<file path="config.mk">
export PLATFORM = sky130hd
export DESIGN_NAME = cmo_decoder
export DESIGN_NICKNAME = d
export VERILOG_FILES = /design/src/rtl/cmo_pkg.sv /design/src/rtl/cmo_single_dec.sv /design/src/rtl/cmo_range_dec.sv /design/src/rtl/cmo_decoder.sv
export SDC_FILE = /design/constraint.sdc
export NUM_CORES = 1
export LEC_CHECK = 0
export CAP_MARGIN = 20
export CORE_MARGIN = 5
export CORE_UTILIZATION = 23
export CTS_BUF_LIST = sky130_fd_sc_hd__clkbuf_8 sky130_fd_sc_hd__clkbuf_16
export CTS_CLUSTER_DIAMETER = 40
export CTS_CLUSTER_SIZE = 30
export DETAILED_ROUTE_END_ITERATION = 16
export GPL_TIMING_DRIVEN = 0
export PLACE_DENSITY = 0.61
export SLEW_MARGIN = 25
export SYNTH_ARGS = -nofsm -noshare
export SYNTH_HDL_FRONTEND = slang
export SYNTH_SLANG_ARGS = --single-unit
export TNS_END_PERCENT = 50
</file>
<file path="constraint.sdc">
create_clock -name clk -period 3.05 [get_ports clk]
set_input_delay 0.915 -clock clk [delete_from_list [all_inputs] [get_ports clk]]
set_output_delay 0.915 -clock clk [all_outputs]
set_load 0.005 [all_outputs]
</file>
<file path="src/rtl/cmo_pkg.sv">
package cmo_pkg;
  localparam int OPC1_W  = 3;
  localparam int CRM_W   = 4;
  localparam int OPC2_W  = 3;
  localparam int NUM_OPS = 15;

  typedef enum logic [3:0] {
    OP_INV_BOTH_ALL = 4'd0,
    OP_INV_I_ALL    = 4'd1,
    OP_FLUSH_PFB    = 4'd2,
    OP_INV_D_ALL    = 4'd3,
    OP_CLEAN_D_ALL  = 4'd4,
    OP_SYNC_BAR     = 4'd5,
    OP_MEM_BAR      = 4'd6,
    OP_CLNINV_D_ALL = 4'd7,
    OP_XLAT_WR      = 4'd8,
    OP_XLAT_RD      = 4'd9,
    OP_DIRTY_RD     = 4'd10,
    OP_RNG_INV_I    = 4'd11,
    OP_RNG_INV_D    = 4'd12,
    OP_RNG_CLEAN_D  = 4'd13,
    OP_RNG_CLNINV_D = 4'd14
  } cmo_op_e;

  typedef struct packed {
    logic    hit;
    logic    noop;
    cmo_op_e op;
  } cmo_dec_t;

  function automatic logic user_allowed(cmo_op_e op);
    case (op)
      OP_FLUSH_PFB, OP_SYNC_BAR, OP_MEM_BAR, OP_RNG_CLEAN_D: user_allowed = 1'b1;
      default:                                              user_allowed = 1'b0;
    endcase
  endfunction

  function automatic logic is_range(cmo_op_e op);
    is_range = (op >= OP_RNG_INV_I);
  endfunction
endpackage

</file>
<file path="src/rtl/cmo_single_dec.sv">
module cmo_single_dec
  import cmo_pkg::*;
(
  input  logic              is_write,
  input  logic [CRM_W-1:0]  crm,
  input  logic [OPC2_W-1:0] opc2,
  output cmo_dec_t          res
);
  always_comb begin
    res = '{hit: 1'b0, noop: 1'b0, op: OP_INV_BOTH_ALL};
    if (!is_write) begin
      if (crm == 4'd4 && opc2 == 3'd0) begin
        res.hit = 1'b1; res.op = OP_XLAT_RD;
      end else if (crm == 4'd10 && opc2 == 3'd6) begin
        res.hit = 1'b1; res.op = OP_DIRTY_RD;
      end
    end else begin
      case (crm)
        4'd4: if (opc2 == 3'd0) begin res.hit = 1'b1; res.op = OP_XLAT_WR; end
        4'd5: begin
          if (opc2 == 3'd0)      begin res.hit = 1'b1; res.op = OP_INV_I_ALL; end
          else if (opc2 == 3'd4) begin res.hit = 1'b1; res.op = OP_FLUSH_PFB; end
        end
        4'd6: if (opc2 == 3'd0) begin res.hit = 1'b1; res.op = OP_INV_D_ALL; end
        4'd7: begin
          if (opc2 == 3'd0) begin res.hit = 1'b1; res.op = OP_INV_BOTH_ALL; end
          else              res.noop = 1'b1;
        end
        4'd10: begin
          case (opc2)
            3'd0:    begin res.hit = 1'b1; res.op = OP_CLEAN_D_ALL; end
            3'd4:    begin res.hit = 1'b1; res.op = OP_SYNC_BAR; end
            3'd5:    begin res.hit = 1'b1; res.op = OP_MEM_BAR; end
            default: res.hit = 1'b0;
          endcase
        end
        4'd11, 4'd15: res.noop = 1'b1;
        4'd14: if (opc2 == 3'd0) begin res.hit = 1'b1; res.op = OP_CLNINV_D_ALL; end
        default: res.hit = 1'b0;
      endcase
    end
  end
endmodule

</file>
<file path="src/rtl/cmo_range_dec.sv">
module cmo_range_dec
  import cmo_pkg::*;
(
  input  logic             is_write,
  input  logic [CRM_W-1:0] crm,
  output cmo_dec_t         res
);
  always_comb begin
    res = '{hit: 1'b0, noop: 1'b0, op: OP_RNG_INV_I};
    if (is_write) begin
      case (crm)
        4'd5:    begin res.hit = 1'b1; res.op = OP_RNG_INV_I; end
        4'd6:    begin res.hit = 1'b1; res.op = OP_RNG_INV_D; end
        4'd12:   begin res.hit = 1'b1; res.op = OP_RNG_CLEAN_D; end
        4'd14:   begin res.hit = 1'b1; res.op = OP_RNG_CLNINV_D; end
        default: res.hit = 1'b0;
      endcase
    end
  end
endmodule

</file>
<file path="src/rtl/cmo_decoder.sv">
module cmo_decoder
  import cmo_pkg::*;
#(
  parameter int DATA_W = 32,
  parameter int LINE_W = 5
) (
  input  logic               clk,
  input  logic               rst,
  input  logic               req_valid,
  input  logic               req_write,
  input  logic               req_dual,
  input  logic [OPC1_W-1:0]  req_opc1,
  input  logic [CRM_W-1:0]   req_crm,
  input  logic [OPC2_W-1:0]  req_opc2,
  input  logic               req_user,
  input  logic [DATA_W-1:0]  req_rd,
  input  logic [DATA_W-1:0]  req_rn,
  output logic [NUM_OPS-1:0] cmd_oh,
  output logic               undef_trap,
  output logic [DATA_W-1:0]  opnd_a,
  output logic [DATA_W-1:0]  opnd_b
);
  localparam logic [DATA_W-1:0] LINE_MASK = {{(DATA_W-LINE_W){1'b1}}, {LINE_W{1'b0}}};

  cmo_dec_t single_res, range_res, sel_res;

  cmo_single_dec u_single (
    .is_write (req_write),
    .crm      (req_crm),
    .opc2     (req_opc2),
    .res      (single_res)
  );

  cmo_range_dec u_range (
    .is_write (req_write),
    .crm      (req_crm),
    .res      (range_res)
  );

  logic accept, trap_next;
  logic [NUM_OPS-1:0] oh_next;
  logic [DATA_W-1:0]  a_next, b_next;

  always_comb begin
    sel_res = req_dual ? range_res : single_res;
    accept  = 1'b0;
    trap_next = 1'b0;
    if (req_valid) begin
      if (req_opc1 != '0) begin
        trap_next = 1'b1;
      end else if (req_user) begin
        accept    = sel_res.hit && user_allowed(sel_res.op);
        trap_next = !accept;
      end else begin
        accept    = sel_res.hit;
        trap_next = !sel_res.hit && !sel_res.noop;
      end
    end
  end

  for (genvar i = 0; i < NUM_OPS; i++) begin : g_oh
    assign oh_next[i] = accept && (sel_res.op == cmo_op_e'(i));
  end

  always_comb begin
    a_next = '0;
    b_next = '0;
    if (accept) begin
      if (is_range(sel_res.op)) begin
        a_next = req_rd & LINE_MASK;
        b_next = req_rn & LINE_MASK;
      end else begin
        a_next = req_rd;
      end
    end
  end

  always_ff @(posedge clk) begin
    if (rst) begin
      cmd_oh     <= '0;
      undef_trap <= 1'b0;
      opnd_a     <= '0;
      opnd_b     <= '0;
    end else begin
      cmd_oh     <= oh_next;
      undef_trap <= trap_next;
      opnd_a     <= a_next;
      opnd_b     <= b_next;
    end
  end

  localparam int RNG_LO = int'(OP_RNG_INV_I);

  AST_OPC1_TRAP: assert property (@(posedge clk) disable iff (rst)
    req_valid && req_opc1 != '0 |=> undef_trap && cmd_oh == '0);
  AST_DUAL_READ_TRAP: assert property (@(posedge clk) disable iff (rst)
    req_valid && !req_write && req_dual |=> undef_trap);
  AST_DIRTY_WR_TRAP: assert property (@(posedge clk) disable iff (rst)
    req_valid && req_write && !req_dual && req_crm == 4'd10 && req_opc2 == 3'd6 |=> undef_trap);
  AST_NOOP_SILENT: assert property (@(posedge clk) disable iff (rst)
    req_valid && !req_user && req_opc1 == '0 && req_write && !req_dual &&
    (req_crm == 4'd11 || req_crm == 4'd15) |=> !undef_trap && cmd_oh == '0);
  AST_USER_TRAP: assert property (@(posedge clk) disable iff (rst)
    req_valid && req_user && !req_dual && req_crm != 4'd5 && req_crm != 4'd10 |=> undef_trap);
  AST_IDLE_QUIET: assert property (@(posedge clk) disable iff (rst)
    !req_valid |=> !undef_trap && cmd_oh == '0);
  AST_CMD_ONEHOT: assert property (@(posedge clk) disable iff (rst)
    $onehot0(cmd_oh));
  AST_TRAP_EXCL: assert property (@(posedge clk) disable iff (rst)
    undef_trap |-> cmd_oh == '0 && opnd_a == '0);
  AST_RANGE_ALIGN: assert property (@(posedge clk) disable iff (rst)
    |cmd_oh[NUM_OPS-1:RNG_LO] |-> opnd_a[LINE_W-1:0] == '0 && opnd_b[LINE_W-1:0] == '0);
endmodule

</file>
==> summary.txt <==
Worst hold path
  • Worst hold path class: in2reg

Logic synthesis
  • Synth Area in Simple Gates: 0.292
  • Synth cell types: 48
  • Top cells by count, synth: dfxtp_1 (75), and2_1 (29), and3_1 (27)
  • Synth Area in Adders: 0
  • Netlist Area Pre-Place: 2580 um^2
  • Syn Area/Cell: 10.6 um^2
  • XOR/XNOR Fraction of Synth Area: 0.00339
  • Synth Area in Compound Gates: 0.0708
  • FF+latch count, synth: 75
  • Top post-synthesis cells by area: dfxtp_1 (58%), and2_1 (7.0%), and3_1 (6.5%)
  • Register area share after synthesis: 0.582
  • Largest family of logic cells by synthesized area: simple AND/OR/NAND/NOR gates
  • Ys flop type: dfxtp_1
  • Yosys top cell area share: 0.582
  • Largest area contributor in the synthesized netlist: dfxtp_1
  • Mux contribution to synthesized area: 0.00436
  • Count leader, synth: dfxtp_1
  • Syn. warnings: 0
  • Synthesized instance count: 244
  • Asr flop ratio synth: 0
  • Post-synth EDFFs: 0

Timing
  • Final WS setup: 0.159 ns
  • Hold Slack: 1.15 ns
  • FMAX: 0.346 GHz
  • RSZ-0062 raised after global routing: no
  • Hold Fails Final Rpt: 0
  • Worst-Margin Slew: 0.721 ns
  • Fin crit period: 2.89 ns
  • Slew HR: 0.516
  • Post-route clock period utilization: 0.948
  • Final Setup Violations: 0
  • Final Slew Violations: 0

Power
  • P per Cell Area: 488 nW/um^2
  • Lkg Pwr: 1.94 nW
  • Max rail drop VDD: 295 uV

Detailed routing
  • Vias per cell: 4.23
  • Initial DRC count: 101
  • Remaining antenna violation count after routing: 0
  • TritonRoute pass-1 iters: 4
  • Routed via count: 2378
  • Routed length per instance: 14.1 um
  • DRT Wirelength: 7910 um
  • Detailed-route DRC error count: 0

Floorplanning
  • Die Area: 13400 um^2
  • Die X: 116 um
  • Die H: 116 um
  • Std-Cell Rows: 38
  • IO Count: 160
  • Initial cell density of the core: 0.236
  • Core Footprint: 10900 um^2

Clocking
  • Clock buffer depth: 2
  • Worst-path clk slew: 0.05 ns
  • CTS buffer count: 9
  • # clock sinks: 75
  • Hold_buf cts: 0
  • H-Tree Depth: 3
  • Clk root buf: clkbuf_16
  • CTS tree: yes

Worst setup path
  • CP required: 3.27 ns
  • Crit Path Category: in2reg
  • Critical Path AT: 3.11 ns
  • Worst setup EP type: flop
  • Peak fanout along the critical path: 10
  • Startpoint class of the critical path: primary input

Flow run
  • Max-cap violation count: 0

Placed design
  • Routability cong.: 0.815
  • Number of I/O port buffers: 146
  • DP HPWL: 6210 um
  • Worst slack at placement: -0.760 ns
  • Placed Cells: 534

Finish
  • Area Growth Syn to Fin: 83.8%
  • Final #Nets: 497
  • # diodes: 0
  • Fillcell total: 1060
  • Non-Filler Instances: 562
  • Layout cell share with drive strength beyond 1: 0.149

Global route
  • First-pass GRT wire length: 12000 um
  • Largest net degree at the start of global routing: 13
  • Remaining global-route overflow: 0
  • GRT Overall Usage: 0.117
  • Initial antenna violation count: 0
  • Number of global-route vias before repair: 2410

Run status
  • Status: finished clean
==> cell usage in the layout (no fill, tap or decap), drive strengths merged, types with 2 or more instances in the layout <==
cell type | synthesis | final
clkbuf | 9 | 19
a21oi | 2 | 2
nand3 | 3 | 3
and2 | 29 | 29
dlymetal6s2s | 0 | 4
nor4 | 2 | 2
nand2b | 3 | 3
o311ai | 2 | 2
dfxtp | 75 | 75
o21ai | 5 | 5
nand4 | 4 | 4
and3 | 28 | 28
clkdlybuf4s50 | 0 | 141
nand4b | 2 | 2
conb | 1 | 5
buf | 11 | 24
nor3 | 7 | 7
and3b | 5 | 5
o21a | 2 | 2
and4bb | 2 | 2
nor2b | 6 | 6
bufinv | 0 | 2
nor2 | 16 | 16
or2 | 5 | 5
nand2 | 6 | 6
==> worst max-delay path: stages <==
cell and delay, ns:
dlygate4sd2_1 0.34, and4bb_2 0.32, buf_4 0.14, buf_4 0.13, o311ai_2 0.37, o311a_1 0.29
a211oi_4 0.07, buf_6 0.13, buf_6 0.13, buf_6 0.13, and2_1 0.15
==> registers in the layout, summed over array words and instances (netlist names) <==
signal	count
opnd_a	32
opnd_b	27
cmd_oh	15
undef_trap	1
==> report_power, final <==
| group | switching (W) | internal (W) |
|---|---|---|
| Sequential | 0.000000923 | 0.000984 |
| Clock | 0.000381 | 0.000756 |
| Combinational | 0.0000684 | 0.000124 |
| Total | 0.000450 | 0.00186 |
==> repair_timing <==
item	CTS	global route
endpoints found under the setup margin	59	59
resized for setup	12	16
pin swaps	4	3
buffers inserted	8	4
==> cells by family after synthesis <==
family          count (synthesis)
flops                          75
buf+inv                        20
mux                             1
other cells                     1
xor+xnor                        1
simple gates                  124
compound gates                 22
==> per-stage QoR <==
stage,power [W],util,setup TNS (ns),instance area (um^2)
floorplan,0.00107,-,0,2600
global route,0.00241,0.434,0,4740
finish,0.00231,0.434,0,4740
global placement,0.00118,0.387,-42.66,4230
CTS,0.00234,0.427,0,4670
detailed placement,0.00118,0.387,-43.81,4230
==> path summary, 6_finish.rpt <==
check	startpoint	to	slack (ns)	depth (start not counted)
setup / recovery	req_crm[0]	opnd_a[7]	0.16	11
hold / removal	req_rd[23]	opnd_a[23]	1.15	2
==> area by class of cell <==
cell class	count	area (um^2)	share of cell area
clock buffer	11	253	0.0533
tap	140	175	0.0369
timing repair buffer	158	1570	0.330
buffer	20	140	0.0295
clock inverter	5	76.3	0.0161
multi-input combinational	153	1030	0.217
sequential	75	1500	0.316
==> metal layers <==
layer | up-vias | track usage | wire (um)
li1 | 1174 | - | -
met1 | 1097 | 0.129 | 3100
met2 | 95 | 0.206 | 3970
met3 | 12 | 0.0350 | 691
met4 | 0 | 0.0557 | 153
met5 | - | 0 | 0
Note: power is estimated with default switching activity, not from simulation.
